<file path="src/rtl/adc_rd_pkg.sv">
package adc_rd_pkg;

    typedef enum logic [2:0] {
        ST_IDLE,
        ST_STROBE_HI,
        ST_STROBE_GAP,
        ST_CONVERT,
        ST_SCK_LO,
        ST_SCK_HI,
        ST_FINISH
    } rd_state_e;

    // Cycles covering at least dur_ns at clk_hz, rounded up, never below one.
    function automatic int unsigned ns_to_cycles(longint unsigned clk_hz,
                                                 longint unsigned dur_ns);
        longint unsigned prod;
        longint unsigned cyc;
        prod = clk_hz * dur_ns;
        cyc  = (prod + 64'd999_999_999) / 64'd1_000_000_000;
        if (cyc == 0) cyc = 1;
        return int'(cyc);
    endfunction

    // Half-period in cycles so that the serial clock stays at or below max_hz.
    function automatic int unsigned half_period_cycles(longint unsigned clk_hz,
                                                       longint unsigned max_hz);
        longint unsigned den;
        longint unsigned cyc;
        den = 2 * max_hz;
        cyc = (clk_hz + den - 1) / den;
        if (cyc == 0) cyc = 1;
        return int'(cyc);
    endfunction

endpackage

</file>
<file path="src/rtl/adc_rd_timer.sv">
module adc_rd_timer #(
    parameter int CNT_W = 10
) (
    input  logic             clk,
    input  logic             rst_n,
    input  logic             load,
    input  logic [CNT_W-1:0] load_val,
    output logic             expired
);

    logic [CNT_W-1:0] remain;

    // A load of N keeps the owning state for exactly N cycles.
    always_ff @(posedge clk) begin
        if (!rst_n) begin
            remain <= '0;
        end else if (load) begin
            remain <= load_val - 1'b1;
        end else if (remain != '0) begin
            remain <= remain - 1'b1;
        end
    end

    assign expired = (remain == '0);

    // A load value of zero would wrap the counter to its maximum.
    p_load_nonzero_r4: assert property (@(posedge clk) disable iff (!rst_n)
        load |-> (load_val != '0));

endmodule

</file>
<file path="src/rtl/adc_rd_shift.sv">
module adc_rd_shift #(
    parameter int WIDTH = 8
) (
    input  logic             clk,
    input  logic             rst_n,
    input  logic             clear,
    input  logic             sample,
    input  logic             sdata,
    output logic [WIDTH-1:0] data,
    output logic             full
);

    localparam int BCNT_W = $clog2(WIDTH + 1);

    logic [BCNT_W-1:0] nbits;

    always_ff @(posedge clk) begin
        if (!rst_n) begin
            data  <= '0;
            nbits <= '0;
        end else if (clear) begin
            data  <= '0;
            nbits <= '0;
        end else if (sample && !full) begin
            data  <= {data[WIDTH-2:0], sdata};
            nbits <= nbits + 1'b1;
        end
    end

    assign full = (nbits == BCNT_W'(WIDTH));

    p_bitcount_bound_r6: assert property (@(posedge clk) disable iff (!rst_n)
        nbits <= BCNT_W'(WIDTH));

endmodule

</file>
<file path="src/rtl/adc_rd_ctrl.sv">
module adc_rd_ctrl
    import adc_rd_pkg::*;
#(
    parameter longint unsigned CLK_HZ        = 50_000_000,
    parameter longint unsigned SCLK_MAX_HZ   = 5_000_000,
    parameter longint unsigned STROBE_MIN_NS = 50,
    parameter longint unsigned CONV_MIN_NS   = 7_500,
    parameter int              DATA_W        = 8
) (
    input  logic              clk,
    input  logic              rst_n,
    input  logic              start,
    input  logic              ch_sel,
    output logic              busy,
    output logic              adc_cnv,
    output logic              adc_sclk,
    input  logic              adc_sdata,
    output logic [DATA_W-1:0] result_data,
    output logic              result_ch,
    output logic              result_valid
);

    localparam int unsigned STROBE_CYC = ns_to_cycles(CLK_HZ, STROBE_MIN_NS);
    localparam int unsigned CONV_CYC   = ns_to_cycles(CLK_HZ, CONV_MIN_NS);
    localparam int unsigned HALF_CYC   = half_period_cycles(CLK_HZ, SCLK_MAX_HZ);
    localparam int unsigned MAX_A      = (STROBE_CYC > HALF_CYC) ? STROBE_CYC : HALF_CYC;
    localparam int unsigned MAX_CYC    = (CONV_CYC > MAX_A) ? CONV_CYC : MAX_A;
    localparam int          CNT_W      = $clog2(MAX_CYC + 1);

    rd_state_e        state, next_state;
    logic             ch_q;
    logic             second_done;
    logic             t_load;
    logic [CNT_W-1:0] t_val;
    logic             t_expired;
    logic             sh_clear;
    logic             sh_sample;
    logic             sh_full;

    adc_rd_timer #(.CNT_W(CNT_W)) u_timer (
        .clk      (clk),
        .rst_n    (rst_n),
        .load     (t_load),
        .load_val (t_val),
        .expired  (t_expired)
    );

    adc_rd_shift #(.WIDTH(DATA_W)) u_shift (
        .clk    (clk),
        .rst_n  (rst_n),
        .clear  (sh_clear),
        .sample (sh_sample),
        .sdata  (adc_sdata),
        .data   (result_data),
        .full   (sh_full)
    );

    // Transition logic and timer loads
    always_comb begin
        next_state = state;
        t_load     = 1'b0;
        t_val      = '0;
        sh_clear   = 1'b0;
        sh_sample  = 1'b0;
        unique case (state)
            ST_IDLE: begin
                if (start) begin
                    next_state = ST_STROBE_HI;
                    t_load     = 1'b1;
                    t_val      = CNT_W'(STROBE_CYC);
                    sh_clear   = 1'b1;
                end
            end
            ST_STROBE_HI: begin
                if (t_expired) begin
                    t_load = 1'b1;
                    if (ch_q && !second_done) begin
                        next_state = ST_STROBE_GAP;
                        t_val      = CNT_W'(STROBE_CYC);
                    end else begin
                        next_state = ST_CONVERT;
                        t_val      = CNT_W'(CONV_CYC);
                    end
                end
            end
            ST_STROBE_GAP: begin
                if (t_expired) begin
                    next_state = ST_STROBE_HI;
                    t_load     = 1'b1;
                    t_val      = CNT_W'(STROBE_CYC);
                end
            end
            ST_CONVERT: begin
                if (t_expired) begin
                    next_state = ST_SCK_LO;
                    t_load     = 1'b1;
                    t_val      = CNT_W'(HALF_CYC);
                end
            end
            ST_SCK_LO: begin
                if (t_expired) begin
                    next_state = ST_SCK_HI;
                    t_load     = 1'b1;
                    t_val      = CNT_W'(HALF_CYC);
                    sh_sample  = 1'b1;
                end
            end
            ST_SCK_HI: begin
                if (t_expired) begin
                    if (sh_full) begin
                        next_state = ST_FINISH;
                    end else begin
                        next_state = ST_SCK_LO;
                        t_load     = 1'b1;
                        t_val      = CNT_W'(HALF_CYC);
                    end
                end
            end
            ST_FINISH: begin
                next_state = ST_IDLE;
            end
            default: begin
                next_state = ST_IDLE;
            end
        endcase
    end

    // State register with per-request context
    always_ff @(posedge clk) begin
        if (!rst_n) begin
            state       <= ST_IDLE;
            ch_q        <= 1'b0;
            second_done <= 1'b0;
        end else begin
            state <= next_state;
            if (state == ST_IDLE) begin
                second_done <= 1'b0;
                if (start) ch_q <= ch_sel;
            end else if (state == ST_STROBE_GAP && t_expired) begin
                second_done <= 1'b1;
            end
        end
    end

    // Registered outputs decoded from the next state, glitch-free at the pins
    always_ff @(posedge clk) begin
        if (!rst_n) begin
            adc_cnv      <= 1'b0;
            adc_sclk     <= 1'b0;
            busy         <= 1'b0;
            result_valid <= 1'b0;
        end else begin
            adc_cnv      <= (next_state == ST_STROBE_HI);
            adc_sclk     <= (next_state == ST_SCK_HI);
            busy         <= (next_state != ST_IDLE);
            result_valid <= (next_state == ST_FINISH);
        end
    end

    assign result_ch = ch_q;

    p_valid_pulse_r8: assert property (@(posedge clk) disable iff (!rst_n)
        result_valid |=> !result_valid);

    p_valid_full_r7: assert property (@(posedge clk) disable iff (!rst_n)
        result_valid |-> sh_full);

    p_sclk_idle_low_r6: assert property (@(posedge clk) disable iff (!rst_n)
        !busy |-> !adc_sclk);

    p_no_overlap_r5: assert property (@(posedge clk) disable iff (!rst_n)
        adc_sclk |-> !adc_cnv);

    p_start_ignored_r9: assert property (@(posedge clk) disable iff (!rst_n)
        (state != ST_IDLE && start) |=> $stable(ch_q));

endmodule

</file>
<file path="config.mk">
export PLATFORM = sky130hd
export DESIGN_NAME = adc_rd_ctrl
export DESIGN_NICKNAME = d
export VERILOG_FILES = /design/src/rtl/adc_rd_pkg.sv /design/src/rtl/adc_rd_timer.sv /design/src/rtl/adc_rd_shift.sv /design/src/rtl/adc_rd_ctrl.sv
export SDC_FILE = /design/constraint.sdc
export NUM_CORES = 1
export LEC_CHECK = 0
export BUFFER_PORTS_ARGS = -buffer_cell sky130_fd_sc_hd__buf_2
export CAP_MARGIN = 20
export CORE_ASPECT_RATIO = 1.2
export CORE_UTILIZATION = 45
export CTS_CLUSTER_DIAMETER = 60
export CTS_CLUSTER_SIZE = 14
export DETAILED_ROUTE_END_ITERATION = 16
export PLACE_DENSITY_LB_ADDON = 0.15
export SETUP_SLACK_MARGIN = 0.5
export SYNTH_ARGS = -nofsm -noshare
export SYNTH_HDL_FRONTEND = slang
export SYNTH_HIERARCHICAL = 1
export SYNTH_SLANG_ARGS = --single-unit
</file>
<file path="constraint.sdc">
create_clock -name clk -period 7.8 [get_ports clk]
set_input_delay 0.39 -clock clk [delete_from_list [all_inputs] [get_ports clk]]
set_output_delay 0.39 -clock clk [all_outputs]
set_load 0.03 [all_outputs]
</file>
# ---- Word-level counts from Yosys, hierarchy flattened
# Index checks and enable logic that the tools add are counted.
dict set report word_totals {
  wordCells 64
  mem_bits_ro 0
  latch_bits 0
  out_inout_bits 13
  reg_bits 30
  mem_bits_rw 0
  inputBits 5
  n_memories 0
}
dict set report op_classes {
  n_bitwise 1
  div_mod_pow 0
  n_reduce_logical 15
  n_addsub 3
  muxes 26
  n_eq_ne 9
  order_cmp 0
  mul 0
  shift 0
}
# op n
set ops {}
lappend ops {{one-hot mux 9 bit (5 select lines)} 1}
lappend ops {{two-way mux 9 bit} 4}
lappend ops {{two-way mux 3 bit} 9}
lappend ops {{one-hot mux 3 bit (6 select lines)} 1}
lappend ops {{subtractor 9 x 1 -> 9 bit, second input constant} 2}
lappend ops {{== test 3 bit, second input constant} 4}
lappend ops {{logical NOT 9 bit} 1}
lappend ops {{nonzero test 9 bit} 1}
lappend ops {{two-way mux 1 bit} 7}
lappend ops {{== test 3 x 1 -> 1 bit, second input constant} 2}
lappend ops {{== test 3 x 2 -> 1 bit, second input constant} 2}
lappend ops {{two-way mux 2 bit} 3}
lappend ops {{OR reduction 2 bit} 3}
lappend ops {{adder 4 x 1 -> 4 bit, second input constant} 1}
lappend ops {{== test 4 bit, second input constant} 1}
lappend ops {{OR reduction 4 bit} 1}
lappend ops {{logical AND 1 bit} 3}
lappend ops {{logical NOT 3 bit} 1}
lappend ops {{one-hot mux 1 bit (3 select lines)} 1}
lappend ops {{nonzero test 3 bit} 1}
lappend ops {{logical NOT 1 bit} 2}
lappend ops {{AND reduction 2 bit} 1}
lappend ops {{nonzero test 2 bit} 1}
lappend ops {{inverter 1 bit} 1}

# ---- Longest topological paths before layout
# Gate-level depths: netlist of run 1.
dict set report depth {
  depth_word 7
  depth_mapped 17
}

# ---- Cells and area by module
# The synthesis of run 1 kept the hierarchy.
# mod cells_each area_each_um2 n_inst
set by_module_without_submodules {}
lappend by_module_without_submodules {adc_rd_timer 64 604.3 1}
lappend by_module_without_submodules {adc_rd_ctrl 62 506.7 1}
lappend by_module_without_submodules {adc_rd_shift 53 506.7 1}

# ---- Worst setup path after synthesis of run 1
# Ideal clock, no wire load.
dict set report synth_path {
  path_kind {register to register}
  startpoint {register u_timer.remain[5]}
  endpoint {register u_timer.remain[8]}
  setup_ns 0.115
  stages_incl_launch_ff 14
  path_slack_ns 4.389
  arrival_time_ns 3.296
  cell_sequence {dfxtp_1 > nor4_4 > nand2b_1 > nor3_1 > buf_2 > a21o_1 > buf_2 > buf_2 > mux2i_1 > ha_1 > or2b_1 > or4b_1 > and3_1 > o21ba_1}
}
dict set report synth_between {
  elab_cells_between_ends 15
  classes_between {add/sub (2); mux (10); reduce/logical (3)}
}
# element line_no
set synth_lines {}
lappend synth_lines {{start: declaration} adc_rd_timer.sv:11} ;# logic [CNT_W-1:0] remain;
lappend synth_lines {{start signal: assignment} adc_rd_timer.sv:18} ;# remain <= load_val - 1'b1;
lappend synth_lines {{start signal: assignment} adc_rd_timer.sv:20} ;# remain <= remain - 1'b1;
lappend synth_lines {{logical NOT 9 bit *} adc_rd_timer.sv:24} ;# assign expired = (remain == '0);
lappend synth_lines {{net t_expired} adc_rd_ctrl.sv:35} ;# logic t_expired;
lappend synth_lines {{two-way mux 1 bit, on equally long branches} -}
lappend synth_lines {{one-hot mux 1 bit (3 select lines) *} adc_rd_ctrl.sv:65} ;# unique case (state)
lappend synth_lines {{net t_load} adc_rd_ctrl.sv:33} ;# logic t_load;
lappend synth_lines {{two-way mux 9 bit or nonzero test 2 bit (tied branches)} -}
# Mark *: on every way through the listed nets, which the timed path passes. The rest lies on a longest branch. The select of a mux whose other input is x is not followed.
# A chain may end at the register's enable or synchronous reset.

# ---- Worst setup path after layout of run 1
# Ends and elaborated chain as after synthesis.

==> results of run 1 <==
[through the flow]
stage,std cells,utilization [%],instance area (µm²),power (mW)
2_1_floorplan,185,-,1640,0.416
3_3_place_gp,231,50.7,1720,0.446
3_5_place_dp,231,50.7,1720,0.453
4_1_cts,239,53.4,1810,0.588
5_1_grt,240,53.6,1820,0.629
6_report,240,53.6,1820,0.586
[worst max-delay path by stage]
stage                                  from                 to  slack, ns  depth (start not counted)
after floorplan           u_timer/remain[5]  u_timer/remain[8]       4.39                         13
after global placement    u_timer/remain[5]  u_timer/remain[8]       3.80                         11
after detailed placement  u_timer/remain[5]  u_timer/remain[8]       3.66                         11
after CTS                 u_timer/remain[5]  u_timer/remain[8]       3.57                         11
after global routing      u_timer/remain[5]  u_timer/remain[8]       3.82                         12
final                     u_timer/remain[5]  u_timer/remain[8]       4.08                         12
[cell type report]
cell class / instances / area, µm²
clock inverters: 1 / 5.00
fillers: 328 / 1580
repair buffers: 18 / 92.6
flip-flops and latches: 30 / 601
inverters: 6 / 22.5
multi-input cells: 141 / 967
well taps: 37 / 46.3
clock buffers: 7 / 86.3
[synthesized netlist by cell type (2+ instances only)]
library cell / number / area share, %
dfxtp_1: 30 / 37
nor2_1: 16 / 3.7
mux2i_1: 15 / 9.3
nand2_1: 12 / 2.8
nor3_1: 11 / 3.4
a21oi_1: 10 / 3.1
o21ai_0: 6 / 1.9
inv_1: 5 / 1.2
a211oi_1: 4 / 1.9
buf_2: 4 / 1.2
nand2b_1: 4 / 1.5
nand3_1: 4 / 1.2
nor2b_1: 4 / 1.5
xor2_1: 4 / 2.2
a21o_1: 3 / 1.4
ha_1: 3 / 2.3
nor4_1: 3 / 1.2
or2b_1: 3 / 1.4
xnor2_1: 3 / 1.6
and2_1: 2 / 0.77
and3_1: 2 / 0.77
buf_4: 2 / 0.93
nor3b_1: 2 / 0.93
o21a_1: 2 / 0.93
or3_1: 2 / 0.77
[registers in the layout, summed over array words and instances (netlist names)]
name	count
adc_cnv	1
adc_sclk	1
busy	1
result_ch	1
result_valid	1
second_done	1
state	3
u_shift/data	8
u_shift/nbits	4
u_timer/remain	9
[layer usage]
metal | global-route usage [%] | vias to the layer above | part of all wire (%)
met5 | 0 | - | 0
met4 | 10.1 | 0 | 0.72
met3 | 3.45 | 2 | 2.7
met2 | 32.7 | 22 | 52
met1 | 21.1 | 597 | 45
li1 | - | 674 | -
[worst register-to-register path: stages, from the launching register on]
cell and delay, ns:
dfxtp_1 0.35, nor4_4 0.34, nand2b_1 0.15, nor3_1 0.19, clkbuf_4 0.23, a21o_1 0.65
nor2b_1 0.15, a21oi_1 0.18, ha_1 0.24, or2b_1 0.27, or4b_1 0.52, and3_1 0.18
o21ba_1 0.16
[cell families (layout without fill, tap and decap cells)]
kind of cell | after synthesis | in the layout
AO/OA/AOI/OAI | 35 | 35
XOR/XNOR | 7 | 7
adder cells (fa/ha/maj) | 3 | 3
buffers and inverters | 14 | 32
flip-flops | 30 | 30
multiplexers | 16 | 16
other | 1 | 7
AND/OR/NAND/NOR | 73 | 73
[cell usage in the layout, fill, tap and decap left out, drive strengths merged, types with 3 or more instances in the layout]
master  synthesis  routed
a21oi          11      11
nand2b          4       4
or2b            3       3
xnor2           3       3
nor2b           4       4
o21ai           6       6
nand3           4       4
inv             6       6
dfxtp          30      30
mux2i          15      15
nand2          13      13
clkbuf          1       8
xor2            4       4
a21o            3       3
nor4            4       4
buf             7      17
conb            1       7
ha              3       3
nor2           16      16
nor3           11      11
a211oi          4       4
[power breakdown]
part | leakage (nW) | internal, mW | switching, mW
Clock | 0.0482 | 0.0711 | 0.0580
Sequential | 0.245 | 0.180 | 0.0328
Combinational | 0.506 | 0.108 | 0.136
Total | 0.799 | 0.359 | 0.226
==> out/qor.csv, run 1 <==
metric,value,unit
core-area,3400,µm²
crit_slowest_cell,a21o_1,
cp_max_fo,21,
cts_hold_buf,0,
pre_cts_ws,3.66,ns
drive_above_1_share,16.3,%
max-clock-path-buffers,2,
critPathTopFamily,simple AND/OR/NAND/NOR gates,
syn_to_final_growth,12.5,%
dieHeight,67.7,µm
cellPowerDensity,322,nW/µm²
ys.warnings.count,6,
required,7.98,ns
diodes,0,
cts_buffers,5,
timing_worst_setup_path_type,reg2reg,
tns,0,ns
max_stage_delay,0.65,ns
synth_edf_count,0,
track_usage,18.4,%
cts-root-buf,clkbuf_8,
vdd_ir_drop_max,0.000119,V
setup_slack,4.08,ns
die_x,56.7,µm
ys.flop_type,dfxtp_1,
cp-end-kind,flop,
setup_viol,0,
relSlewSlack,47.6,%
drt_iter0_drc,25,
avgViaCountPerCell,5.40,
synth_top_family_by_area,simple AND/OR/NAND/NOR gates,
syn-mean-instance-area,9.04,µm²
numClockSinks,30,
muxShareOfSynthArea,9.98,%
ioPinCount,18,
path_clk_slew,0.06,ns
timing.rr.start,u_timer/remain[5],
synth_seq_area_share,37.1,%
grt_pass1_vias,1206,
avgRoutedWirePerCell,13.3,µm
synth_adder_area_share,2.32,%
cts_resized,0,
final_nets,210,
synth-compound-area-share,16.4,%
start_util,47.6,%
reg2reg_depth,12,
routed_wl,3.19,mm
insertion_delay,0.28,ns
synthSimpleGateAreaFrac,25.7,%
drv_slew,0,
startpoint_type,flop,
crit_arrival,3.89,ns
status,"finished, final reports clean",
synthCells,179,
hp-start,adc_sdata,
io_buffers,17,
design.die.area,3840,µm²
r2r_slack,4.08,ns
synth-async-reset-ratio,0,%
num_rows,23,
grt.overflow.total,0,
grt_max_degree,22,
ant_nets,0,
rsz0062_at_grt,false,
drt_pass1_iterations,4,
synthDistinctLibCells,48,
worst-path-buf-inv,1,
r2r-end,u_timer/remain[8],
place.gp.congestion,0.796,
dp_hpwl,2.32,mm
leakagePower,0.799,nW
cts.htree.levels,2,
syn_area,1620,µm²
antenna_found_initial,0,
fin_skew,0.00447,ns
min_path_type,in2reg,
synth_xor_area_share,3.79,%
path_cells,"nor4_4, nand2b_1, nor3_1, clkbuf_4, a21o_1, nor2b_1, a21oi_1, ha_1, or2b_1, or4b_1, and3_1, o21ba_1",
drc,0,
tightest_slew,0.785,ns
min_period_over_period,47.7,%
drv_cap,0,
timing.final.crit_period,3.72,ns
max_freq,269,MHz
cts_tree,yes,
whs,0.354,ns
finalHoldViolations,0,
min_path_cells,3,
grt_pass1_wl,5.38,mm
cts_setup_buffers,0,
vias,1295,
hold_path_end,u_shift/data[0],
ys_seq_elements,30,
Note: power is estimated with default switching activity, not from simulation.
==> inputs of run 2 (changes only) <==
==> constraint.sdc (replaced) <==
create_clock -name clk -period 3.8 [get_ports clk]
set_input_delay 0.19 -clock clk [delete_from_list [all_inputs] [get_ports clk]]
set_output_delay 0.19 -clock clk [all_outputs]
set_load 0.03 [all_outputs]
==> run 2 against run 1 <==
Clock power grew 98%. Die area stayed put. Combinational power up 140%. Worst setup slack worse by 3.4 ns. Critical path depth fell by 1. Clock skew rose by 0.0025 ns. First-iteration DRC count increased by 88%.
==> out/qor.csv, run 2 (same netlist as run 1, synthesis figures left out) <==
metric,value,unit,change
setup_viol,0,,unchanged
grt_use_met3,5.17,%,+1.7 points
timing.rr.start,u_timer/remain[5],,
die_x,56.7,µm,unchanged
avgRoutedWirePerCell,13.6,µm,+2.4%
cts_tree,yes,,
timing.final.crit_period,3.14,ns,-0.582 ns
fin_util,55.9,%,+2.2 points
fin_skew,0.00699,ns,+0.00251 ns
finalHoldViolations,0,,unchanged
drt_pass1_iterations,4,,unchanged
tightest_slew,0.720,ns,-0.0656 ns
final_nets,218,,+3.8%
io_buffers,17,,unchanged
regMostFlops,u_timer/remain,,
antenna_found_initial,0,,unchanged
dieHeight,67.7,µm,unchanged
grt_pass1_vias,1262,,+4.6%
use_met2,34.2,%,+1.5 points
path_cells,"nor4_4, nand2b_1, nor3_2, buf_4, a21o_1, mux2i_1, ha_2, or2b_1, or4b_1, and3_1, o21ba_1",,
largest_reg_flops,9,,unchanged
leakagePower,0.837,nW,+4.7%
vdd_ir_drop_max,0.000344,V,+190%
max_stage_delay,0.53,ns,-0.12 ns
reg2reg_depth,11,,-1
hold_path_end,u_shift/data[0],,
relSlewSlack,51.9,%,+4.3 points
cellPowerDensity,671,nW/µm²,+110%
min_path_type,in2reg,,
design.die.area,3840,µm²,unchanged
whs,0.140,ns,-0.215 ns
num-fill-cells,324,,-1.2%
diodes,0,,unchanged
max_freq,319,MHz,+19%
rsz0062_at_grt,false,,
path_clk_slew,0.07,ns,about the same
r2r_slack,0.66,ns,-3.42 ns
cp_max_fo,12,,-43%
min_path_cells,3,,unchanged
cts_buffers,5,,unchanged
vias,1356,,+4.7%
power.total,1.27,mW,+120%
startpoint_type,flop,,
required,3.98,ns,-4.00 ns
track_usage,19.2,%,+0.74 points
tns,0,ns,unchanged
grt_util_met1,20.5,%,-0.56 points
avgViaCountPerCell,5.47,,+1.3%
final_cell_mix,"dfxtp_1 (30), buf_2 (17), nor2_1 (16), mux2i_1 (15), nand2_1 (12)",,
mostFrequentLayoutCell,dfxtp_1,,
dp_hpwl,2.41,mm,+4.3%
cp-end-kind,flop,,
drv_slew,0,,unchanged
timing_worst_setup_path_type,reg2reg,,
drc,0,,unchanged
crit_arrival,3.32,ns,-0.57 ns
crit_slowest_cell,or4b_1,,
insertion_delay,0.29,ns,about the same
start_util,47.6,%,unchanged
core-area,3400,µm²,unchanged
place.gp.congestion,0.804,,+0.98%
drv_cap,0,,unchanged
status,"finished, final reports clean",,
critPathTopFamily,simple AND/OR/NAND/NOR gates,,
grt.overflow.total,0,,unchanged
largestRegisters,"u_timer/remain x9, u_shift/data x8, u_shift/nbits x4",,
drt_iter0_drc,47,,+88%
numClockSinks,30,,unchanged
drive_above_1_share,21.3,%,+5.1 points
ioPinCount,18,,unchanged
grt_max_degree,19,,-14%
busiest_layer,met2,,
ant_nets,0,,unchanged
grt_pass1_wl,5.52,mm,+2.6%
worst-path-buf-inv,1,,unchanged
min_period_over_period,82.5,%,+35 points
cts.htree.levels,2,,unchanged
num_rows,23,,unchanged
hp-start,adc_sdata,,
max-clock-path-buffers,2,,unchanged
r2r-end,u_timer/remain[8],,
syn_to_final_growth,17.2,%,
cts-root-buf,clkbuf_8,,
routed_wl,3.38,mm,+5.8%
==> run 2: changes by cell type in the layout (fill, tap and decap cells not counted) <==
cell,previous run,this run
buf_4,0,8
buf_8,0,1
clkbuf_1,1,0
clkbuf_4,1,0
clkbuf_8,6,5
clkinv_4,0,1
clkinvlp_4,0,1
ha_1,3,1
ha_2,0,2
nor3_1,11,10
nor3_2,0,1
==> run 2: how the worst max path moves through the flow <==
stage	startpoint	to	slack, ns	cells past startpoint
after floorplan	u_timer/remain[5]	u_timer/remain[8]	0.57	13
after global placement	u_timer/remain[5]	u_timer/remain[8]	0.68	11
after detailed placement	u_shift/nbits[0]	u_timer/remain[8]	0.58	15
after CTS	u_shift/nbits[0]	u_timer/remain[8]	0.54	15
after global routing	u_timer/remain[5]	u_timer/remain[8]	0.51	11
final	u_timer/remain[5]	u_timer/remain[8]	0.66	11
==> run 2: worst reg2reg max path, cell delays in order, from the launching register on <==
cell	delay, ns
dfxtp_1	0.36
nor4_4	0.35
nand2b_1	0.15
nor3_2	0.17
buf_4	0.19
a21o_1	0.24
mux2i_1	0.23
ha_2	0.21
or2b_1	0.25
or4b_1	0.53
and3_1	0.18
o21ba_1	0.16
==> run 2: final cells by class <==
| class | instances | area, µm² | share of cell area [%] |
|---|---|---|---|
| multi-input combinational | 141 | 977 | 51.5 |
| clock inverter | 3 | 21.3 | 1.12 |
| inverter | 6 | 22.5 | 1.19 |
| timing repair buffer | 26 | 160 | 8.44 |
| clock buffer | 5 | 68.8 | 3.63 |
| sequential | 30 | 601 | 31.7 |
| tap | 37 | 46.3 | 2.44 |
==> run 2: timing repair <==
item / 4_1_cts / 5_1_grt
hold buffers: 0 / 0
endpoints found under the setup margin: 0 / 1
buffers inserted: 0 / 7
resized for setup: 0 / 4
==> run 2: routing by layer <==
metal	up-vias	wire length [µm]
met1	633	1410
li1	692	-
met2	23	1770
met5	-	0
met3	8	110
met4	0	88
==> run 2: where the power goes <==
group | switching, mW | internal (mW) | total (mW)
logic | 0.302 | 0.277 | 0.579
clock network | 0.128 | 0.128 | 0.256
registers | 0.0688 | 0.369 | 0.438
total | 0.499 | 0.774 | 1.27
==> run 2: stage by stage <==
step / cell area (µm²) / worst slack [ns] / std cells
floorplan: 1650 / 0.568 / 185
global placement: 1740 / 0.678 / 233
detailed placement: 1740 / 0.585 / 233
CTS: 1830 / 0.543 / 241
global route: 1900 / 0.509 / 248
finish: 1900 / 0.664 / 248
